--- src/rtl/sbr_pkg.sv ---
package sbr_pkg;
  typedef enum logic [1:0] {
    ST_IDLE = 2'd0,
    ST_ACC  = 2'd1,
    ST_TURN = 2'd2
  } sbr_state_e;
endpackage

--- src/rtl/sbr_page_reg.sv ---
module sbr_page_reg #(
  parameter int PAGE_W = 6
) (
  input  logic              clk,
  input  logic              rst,
  input  logic              load,
  input  logic [PAGE_W-1:0] load_val,
  output logic [PAGE_W-1:0] page
);
  always_ff @(posedge clk) begin
    if (rst) page <= '0;
    else if (load) page <= load_val;
  end
endmodule

--- src/rtl/sbr_decode.sv ---
module sbr_decode #(
  parameter int PAGE_W = 6,
  parameter int CPU_AW = 14,
  parameter int CHIPS  = 2,
  localparam int CB    = $clog2(CHIPS),
  localparam int SAW   = PAGE_W + CPU_AW - 1 - CB
) (
  input  logic [PAGE_W-1:0] page,
  input  logic [CPU_AW-1:0] cpu_addr,
  output logic [SAW-1:0]    word_addr,
  output logic [CB-1:0]     chip_idx,
  output logic [CHIPS-1:0]  chip_sel,
  output logic              upper
);
  assign upper     = cpu_addr[0];
  assign chip_idx  = cpu_addr[1 +: CB];
  assign word_addr = {page, cpu_addr[CPU_AW-1:1+CB]};

  for (genvar c = 0; c < CHIPS; c++) begin : g_sel
    assign chip_sel[c] = (chip_idx == CB'(c));
  end
endmodule

--- src/rtl/sbr_seq.sv ---
module sbr_seq
  import sbr_pkg::*;
#(
  parameter int WAIT_CYC = 2,
  localparam int CW      = $clog2(WAIT_CYC + 1)
) (
  input  logic clk,
  input  logic rst,
  input  logic req,
  input  logic req_wr,
  output logic accept,
  output logic finish,
  output logic wr_q
);
  sbr_state_e    st;
  logic [CW-1:0] cnt;

  assign accept = (st == ST_IDLE) && req;
  assign finish = (st == ST_ACC) && (cnt == CW'(WAIT_CYC - 1));

  always_ff @(posedge clk) begin
    if (rst) begin
      st   <= ST_IDLE;
      cnt  <= '0;
      wr_q <= 1'b0;
    end else begin
      case (st)
        ST_IDLE: if (req) begin
          st   <= ST_ACC;
          cnt  <= '0;
          wr_q <= req_wr;
        end
        ST_ACC: begin
          if (finish) st <= wr_q ? ST_IDLE : ST_TURN;
          else        cnt <= cnt + CW'(1);
        end
        ST_TURN: st <= ST_IDLE;
        default: st <= ST_IDLE;
      endcase
    end
  end
endmodule

--- src/rtl/sbr_lanes.sv ---
module sbr_lanes #(
  parameter int CHIPS = 2,
  parameter int DW    = 8,
  parameter int SAW   = 18,
  localparam int CB   = $clog2(CHIPS),
  localparam int SDW  = 2 * DW
) (
  input  logic                 clk,
  input  logic                 rst,
  input  logic                 accept,
  input  logic                 finish,
  input  logic                 req_wr,
  input  logic                 wr_q,
  input  logic [CHIPS-1:0]     chip_sel,
  input  logic [CB-1:0]        chip_idx,
  input  logic                 upper,
  input  logic [SAW-1:0]       word_addr,
  input  logic [DW-1:0]        wdata,
  input  logic [CHIPS*SDW-1:0] dq_i,
  output logic [SAW-1:0]       sram_addr,
  output logic [CHIPS-1:0]     sram_ce,
  output logic [CHIPS-1:0]     sram_oe,
  output logic [CHIPS-1:0]     sram_we,
  output logic [CHIPS-1:0]     sram_ub,
  output logic [CHIPS-1:0]     sram_lb,
  output logic [CHIPS-1:0]     sram_dq_oe,
  output logic [CHIPS*SDW-1:0] sram_dq_o,
  output logic [DW-1:0]        rdata,
  output logic                 done
);
  logic [CB-1:0]  idx_q;
  logic           up_q;
  logic [SDW-1:0] rword;

  always_ff @(posedge clk) begin
    if (rst) begin
      sram_addr <= '0;
      idx_q     <= '0;
      up_q      <= 1'b0;
    end else if (accept) begin
      sram_addr <= word_addr;
      idx_q     <= chip_idx;
      up_q      <= upper;
    end
  end

  for (genvar c = 0; c < CHIPS; c++) begin : g_chip
    always_ff @(posedge clk) begin
      if (rst) begin
        sram_ce[c]    <= 1'b0;
        sram_oe[c]    <= 1'b0;
        sram_we[c]    <= 1'b0;
        sram_ub[c]    <= 1'b0;
        sram_lb[c]    <= 1'b0;
        sram_dq_oe[c] <= 1'b0;
      end else if (accept) begin
        sram_ce[c]    <= chip_sel[c];
        sram_oe[c]    <= chip_sel[c] & ~req_wr;
        sram_we[c]    <= chip_sel[c] & req_wr;
        sram_ub[c]    <= chip_sel[c] & upper;
        sram_lb[c]    <= chip_sel[c] & ~upper;
        sram_dq_oe[c] <= chip_sel[c] & req_wr;
      end else if (finish) begin
        sram_ce[c]    <= 1'b0;
        sram_oe[c]    <= 1'b0;
        sram_we[c]    <= 1'b0;
        sram_ub[c]    <= 1'b0;
        sram_lb[c]    <= 1'b0;
        sram_dq_oe[c] <= 1'b0;
      end
    end

    always_ff @(posedge clk) begin
      if (rst) sram_dq_o[c*SDW +: SDW] <= '0;
      else if (accept && chip_sel[c] && req_wr) sram_dq_o[c*SDW +: SDW] <= {wdata, wdata};
    end
  end

  assign rword = dq_i[idx_q*SDW +: SDW];

  always_ff @(posedge clk) begin
    if (rst) begin
      rdata <= '0;
      done  <= 1'b0;
    end else begin
      done <= finish;
      if (finish && !wr_q) rdata <= up_q ? rword[SDW-1:DW] : rword[DW-1:0];
    end
  end
endmodule

--- src/rtl/dual_sram_bridge.sv ---
module dual_sram_bridge #(
  parameter int PAGE_W   = 6,
  parameter int CPU_AW   = 14,
  parameter int CHIPS    = 2,
  parameter int DW       = 8,
  parameter int WAIT_CYC = 2,
  localparam int CB      = $clog2(CHIPS),
  localparam int SAW     = PAGE_W + CPU_AW - 1 - CB,
  localparam int SDW     = 2 * DW
) (
  input  logic                 clk,
  input  logic                 rst,
  input  logic                 cpu_req,
  input  logic                 cpu_we,
  input  logic [CPU_AW-1:0]    cpu_addr,
  input  logic [DW-1:0]        cpu_wdata,
  input  logic                 page_we,
  input  logic [PAGE_W-1:0]    page_wdata,
  output logic [DW-1:0]        cpu_rdata,
  output logic                 cpu_done,
  output logic [SAW-1:0]       sram_addr,
  output logic [CHIPS-1:0]     sram_ce,
  output logic [CHIPS-1:0]     sram_oe,
  output logic [CHIPS-1:0]     sram_we,
  output logic [CHIPS-1:0]     sram_ub,
  output logic [CHIPS-1:0]     sram_lb,
  output logic [CHIPS*SDW-1:0] sram_dq_o,
  output logic [CHIPS-1:0]     sram_dq_oe,
  input  logic [CHIPS*SDW-1:0] sram_dq_i
);
  logic [PAGE_W-1:0] page;
  logic [SAW-1:0]    word_addr;
  logic [CB-1:0]     chip_idx;
  logic [CHIPS-1:0]  chip_sel;
  logic              upper, accept, finish, wr_q;

  sbr_page_reg #(.PAGE_W(PAGE_W)) u_page (
    .clk(clk), .rst(rst), .load(page_we), .load_val(page_wdata), .page(page)
  );

  sbr_decode #(.PAGE_W(PAGE_W), .CPU_AW(CPU_AW), .CHIPS(CHIPS)) u_dec (
    .page(page), .cpu_addr(cpu_addr), .word_addr(word_addr),
    .chip_idx(chip_idx), .chip_sel(chip_sel), .upper(upper)
  );

  sbr_seq #(.WAIT_CYC(WAIT_CYC)) u_seq (
    .clk(clk), .rst(rst), .req(cpu_req), .req_wr(cpu_we),
    .accept(accept), .finish(finish), .wr_q(wr_q)
  );

  sbr_lanes #(.CHIPS(CHIPS), .DW(DW), .SAW(SAW)) u_lanes (
    .clk(clk), .rst(rst), .accept(accept), .finish(finish),
    .req_wr(cpu_we), .wr_q(wr_q), .chip_sel(chip_sel), .chip_idx(chip_idx),
    .upper(upper), .word_addr(word_addr), .wdata(cpu_wdata), .dq_i(sram_dq_i),
    .sram_addr(sram_addr), .sram_ce(sram_ce), .sram_oe(sram_oe),
    .sram_we(sram_we), .sram_ub(sram_ub), .sram_lb(sram_lb),
    .sram_dq_oe(sram_dq_oe), .sram_dq_o(sram_dq_o),
    .rdata(cpu_rdata), .done(cpu_done)
  );
endmodule

--- config.mk ---
export PLATFORM = sky130hd
export DESIGN_NAME = dual_sram_bridge
export DESIGN_NICKNAME = d
export VERILOG_FILES = /design/src/rtl/sbr_pkg.sv /design/src/rtl/sbr_page_reg.sv /design/src/rtl/sbr_decode.sv /design/src/rtl/sbr_seq.sv /design/src/rtl/sbr_lanes.sv /design/src/rtl/dual_sram_bridge.sv
export SDC_FILE = /design/constraint.sdc
export NUM_CORES = 1
export LEC_CHECK = 0
export BUFFER_PORTS_ARGS = -buffer_cell sky130_fd_sc_hd__buf_2
export CAP_MARGIN = 10
export CORE_ASPECT_RATIO = 1.25
export CORE_MARGIN = 10
export CORE_UTILIZATION = 45
export CTS_CLUSTER_DIAMETER = 80
export CTS_CLUSTER_SIZE = 16
export DETAILED_ROUTE_END_ITERATION = 10
export PLACE_DENSITY = 0.84
export REMOVE_ABC_BUFFERS = 1
export SYNTH_ARGS = -nofsm -noshare
export SYNTH_HDL_FRONTEND = slang
export SYNTH_SLANG_ARGS = --single-unit
--- constraint.sdc ---
create_clock -name clk -period 2.1 [get_ports clk]
set_input_delay 0.42 -clock clk [delete_from_list [all_inputs] [get_ports clk]]
set_output_delay 0.42 -clock clk [all_outputs]
set_load 0.005 [all_outputs]
# ---- Word level (Yosys, flattened, before mapping)
# Index checks and enable logic that the tools add are counted.
dict set report op_classes {
  addsub 1
  n_eq_ne 5
  shifts 1
  mux 19
  bitwise 11
  n_reduce_logical 14
}
# operator count
set op_table {}
lappend op_table {{$shiftx A32 B6 Y16} 1}
lappend op_table {{$mux W1} 11}
lappend op_table {{$mux W2} 5}
lappend op_table {{$and A1 B1 Y1} 8}
lappend op_table {{$mux W8} 1}
lappend op_table {{$pmux W2 S2} 2}
lappend op_table {{$logic_and A1 B1 Y1} 7}
lappend op_table {{$eq A2 B1 Y1 const B} 2}
lappend op_table {{$ne A2 B2 Y1 const B} 2}
lappend op_table {{$reduce_and A2 Y1} 2}
lappend op_table {{$reduce_bool A2 Y1} 2}
lappend op_table {{$not A1 Y1} 3}
lappend op_table {{$reduce_and A3 Y1} 1}
lappend op_table {{$add A2 B1 Y2 const B} 1}
lappend op_table {{$logic_not A2 Y1} 1}
lappend op_table {{$ne A2 B1 Y1 const B} 1}
lappend op_table {{$logic_not A1 Y1} 1}
dict set report totals {
  ff_bits 82
  inputBits 65
  out_inout_bits 71
  wordCells 72
}

# ---- Longest topological paths before layout
dict set report depth {
  depth_word 4
  ltp_mapped 6
  depth_no_buf 5
}

# ---- Hierarchy
# From an unflattened synthesis, not the netlist that was laid out.
dict set report unflattened {
  hier_cells 317
  hier_area_um2 2925.3
}
# mod n_inst cells_per_inst area_each_um2
set modules_own_cells {}
lappend modules_own_cells {sbr_lanes 1 250 2296.0}
lappend modules_own_cells {sbr_seq 1 26 254.0}
lappend modules_own_cells {sbr_page_reg 1 19 214.0}
lappend modules_own_cells {sbr_decode 1 22 161.4}

# ---- Worst setup path before layout
# Ideal clock, no wire load.
dict set report synth_path {
  kind {register -> register}
  startpoint {reg u_seq.st[0]}
  endpoint {reg u_lanes.sram_dq_o[10]}
  setup_ps 72
  arrival_ps 1397
  t_required_ps 2028
  slack_ps 631
  stages_incl_launch_ff 7
  path_buffers 3
  synth_period_minus_slack_ps 1469
  path_cell_list {dfxtp_1 buf_6 or3b_1 clkbuf_2 nor3b_2 buf_6 mux2i_1}
}
dict set report synth_via {
  elab_chain_len 4
}
# item line
set synth_rtl {}
lappend synth_rtl {{from (decl)} sbr_seq.sv:15} ;# sbr_state_e st;
lappend synth_rtl {{from (signal assigned)} sbr_seq.sv:34} ;# if (finish) st <= wr_q ? ST_IDLE : ST_TURN;
lappend synth_rtl {{$logic_not A2 Y1} sbr_seq.sv:18} ;# assign accept = (st == ST_IDLE) && req;
lappend synth_rtl {{$logic_and A1 B1 Y1} sbr_seq.sv:18}
lappend synth_rtl {{$logic_and A1 B1 Y1 (2 in a row)} sbr_lanes.sv:75} ;# else if (accept && chip_sel[c] && req_wr) sram_dq_o[c*SDW +: SDW] <= {wdata, wdata};
lappend synth_rtl {{to (signal, indexed assignment)} sbr_lanes.sv:75}
lappend synth_rtl {{to (decl)} sbr_lanes.sv:27} ;# output logic [CHIPS*SDW-1:0] sram_dq_o,
# Every way passes these cells.
# A chain may end at the register's enable or synchronous reset.

# ---- Final worst setup path
dict set report layout_path {
  startpoint {reg u_seq.st[0]}
  endpoint {reg u_lanes.sram_dq_o[13]}
}
# The elaborated chain is that of the path after synthesis.

==> results.py <==
metrics = {
    "finish": {
        "final_nets": 469,
        "layout-drive-gt1-share": 0.417,
        "area_growth_pct": 30.7,
        "fin_util": 0.600,
        "nFillCells": 553,
        "final_common_cell": "buf_2",
        "final_cell_mix": "buf_2 (135), dfxtp_1 (66), nand2_1 (43), a21oi_1 (33), nand2b_1 (25)",
        "finalNonFillerCells": 493,
        "diodes": 0,
        "final_area_um2": 3650,
    },
    "power": {
        "p_per_area_nw_per_um2": 822,
        "leakagePower_nw": 1.74,
        "p_total_mw": 3.00,
        "ir_drop_v": 0.000407,
    },
    "global_routing": {
        "antenna_found_initial": 0,
        "grt_pass1_wl_um": 12300,
        "grt_max_degree": 40,
        "grt_pass1_vias": 2442,
        "gr-total-overflow": 0,
        "grt_usage": 0.156,
    },
    "drt": {
        "drt_wl_total_um": 7810,
        "drtIter0Drc": 103,
        "vias": 2468,
        "postRouteAntennaNets": 0,
        "drc": 0,
        "vias_per_cell": 5.01,
        "drt_pre_antenna_iters": 4,
        "wl_per_cell_um": 15.8,
    },
    "timing": {
        "setup_tns_ps": 0,
        "rsz0062_at_grt": "no",
        "skew_ps": 7.64,
        "setup_viol_count_final": 0,
        "whs_ps": 313,
        "finalHoldViolCount": 0,
        "fmax_mhz": 580,
        "period_minus_slack_ps": 1720,
        "worst_pin_slew_ps": 636,
        "drv_slew": 0,
        "setup_slack_ps": 377,
        "finalCritPeriodShare": 0.821,
        "relSlewSlack": 0.575,
    },
    "place": {
        "place_congestion": 0.787,
        "dpl_cell_area_um2": 3400,
        "pre_cts_ws_ps": 302,
        "port_buffers": 135,
        "post-place-cells": 477,
        "place_hpwl_um": 6030,
    },
    "logic_synthesis": {
        "yosysUniqueCellTypes": 28,
        "avgSynthCellArea_um2": 9.70,
        "synth_cells": 288,
        "ys_seq_elements": 66,
        "ys_seq_area_frac": 0.473,
        "yosys_warnings": 0,
        "netlist_area_um2": 2790,
    },
    "die": {
        "coreArea_um2": 6090,
        "die_h_um": 108,
        "die-area_um2": 9780,
        "rows": 32,
        "initial_core_util": 0.459,
        "die_x_um": 90.5,
        "io_pins": 136,
    },
    "clocking": {
        "cts_resized": 0,
        "cts_sinks": 66,
        "clkSlewWorstSetupHoldPaths_ps": 70,
        "cts_tree": "yes",
        "clk_latency_ps": 340,
        "cts_buffer_depth": 2,
        "cts_setup_buffers": 0,
        "cts_root_buf": "clkbuf_8",
        "cts_buffers": 9,
        "ctsHoldBuffers": 0,
        "cts-htree-levels": 3,
    },
    "setup_path": {
        "cp_slowest_cell": "or3b_1",
        "cp_max_fo": 12,
        "endpoint_kind": "flop",
        "cpPeakStageDelay_ps": 600,
        "cp.required_ps": 2360,
        "worst_ep_arrival_time_ps": 1990,
        "crit_path_start_kind": "flop",
        "criticalPathCategory": "flop to flop",
        "crit_path_cell_trace": "or3b_1, nor3b_2, buf_4, mux2i_1",
    },
    "job": {
        "maxCapViolCount": 0,
    },
    "worst_hold_path": {
        "hp-class": "input port to flop",
    },
    "status": {
        "run_status": "completed",
    },
}
-- critical path, delay by kind of cell (launching register included) --
kind / cells / cell delay [ps]
DFF: 1 / 410
and+or+nand+nor: 2 / 810
muxes: 1 / 220
buffers and inverters: 1 / 210
-- routing by layer --
layer  global-route usage  part of all wire  vias to the layer above
met5                    0                 0                        -
met1                0.179              0.43                     1150
met3               0.0430             0.065                        6
met4               0.0718            0.0097                        0
met2                0.265              0.50                      114
li1                     -                 -                     1198
-- synthesized netlist by cell type --
cell | n | share of area
nand3b_1 | 4 | 0.011
buf_4 | 18 | 0.048
nor3_1 | 3 | 0.0054
nor3b_4 | 1 | 0.0067
nor3b_2 | 1 | 0.0045
or3b_1 | 1 | 0.0031
and2_1 | 2 | 0.0045
nand2b_1 | 25 | 0.056
clkbuf_2 | 1 | 0.0018
nor4_4 | 1 | 0.0076
inv_1 | 1 | 0.0013
buf_6 | 2 | 0.0081
a22o_1 | 8 | 0.025
ha_1 | 1 | 0.0045
a21oi_1 | 33 | 0.059
or3_1 | 2 | 0.0045
buf_2 | 5 | 0.0090
clkbuf_1 | 12 | 0.016
mux2i_1 | 23 | 0.082
mux4_2 | 8 | 0.064
buf_1 | 1 | 0.0013
nor2_1 | 8 | 0.011
nand2_1 | 43 | 0.058
a2111oi_0 | 1 | 0.0031
nand3_1 | 2 | 0.0036
dfxtp_1 | 66 | 0.47
a31oi_1 | 1 | 0.0022
o21ai_0 | 14 | 0.025
-- power by group --
| group | switching (mW) | internal, mW |
|---|---|---|
| Combinational | 0.161 | 0.171 |
| Clock | 0.471 | 0.850 |
| Sequential | 0.0422 | 1.31 |
| Total | 0.674 | 2.33 |
-- sequential cells by signal, summed over array words and instances, names as in the netlist --
register,flops
u_seq.st,2
u_lanes.sram_ce,2
u_lanes.sram_ub,2
u_lanes.sram_oe,2
u_lanes.sram_lb,2
u_lanes.sram_dq_o,16
u_lanes.done,1
u_lanes.up_q,1
u_lanes.sram_addr,18
u_seq.wr_q,1
u_lanes.sram_dq_oe,2
u_seq.cnt,2
u_lanes.rdata,8
u_lanes.idx_q,1
u_page.page,6
-- area by class of cell --
type                    count  area [um^2]  share of cell area
repair buffers            143          736               0.202
clock inverters             5          100              0.0274
clock buffers              11          151              0.0415
flip-flops and latches     66         1320               0.362
well taps                  85          106              0.0291
inverters                   1         3.75             0.00103
multi-input cells         182         1230               0.338
-- worst paths after layout --
path	startpoint	end	slack (ps)	cells past startpoint
worst max-delay path	u_seq.st[0]	u_lanes.sram_dq_o[13]	380	4
worst min-delay path	cpu_addr[9]	u_lanes.sram_addr[7]	310	3
worst max register to register	u_seq.st[0]	u_lanes.sram_dq_o[13]	380	4
worst min register to register	u_page.page[2]	u_lanes.sram_addr[14]	450	2
-- cell families after synthesis --
family                   after synthesis  synth area share
buffers and inverters                 40            0.0860
flip-flops                            66             0.473
AND/OR/NAND/NOR                       93             0.175
multiplexers                          31             0.147
AO/OA/AOI/OAI                         57             0.115
adder cells (fa/ha/maj)                1           0.00448
Note: power is estimated with default switching activity, not from simulation.
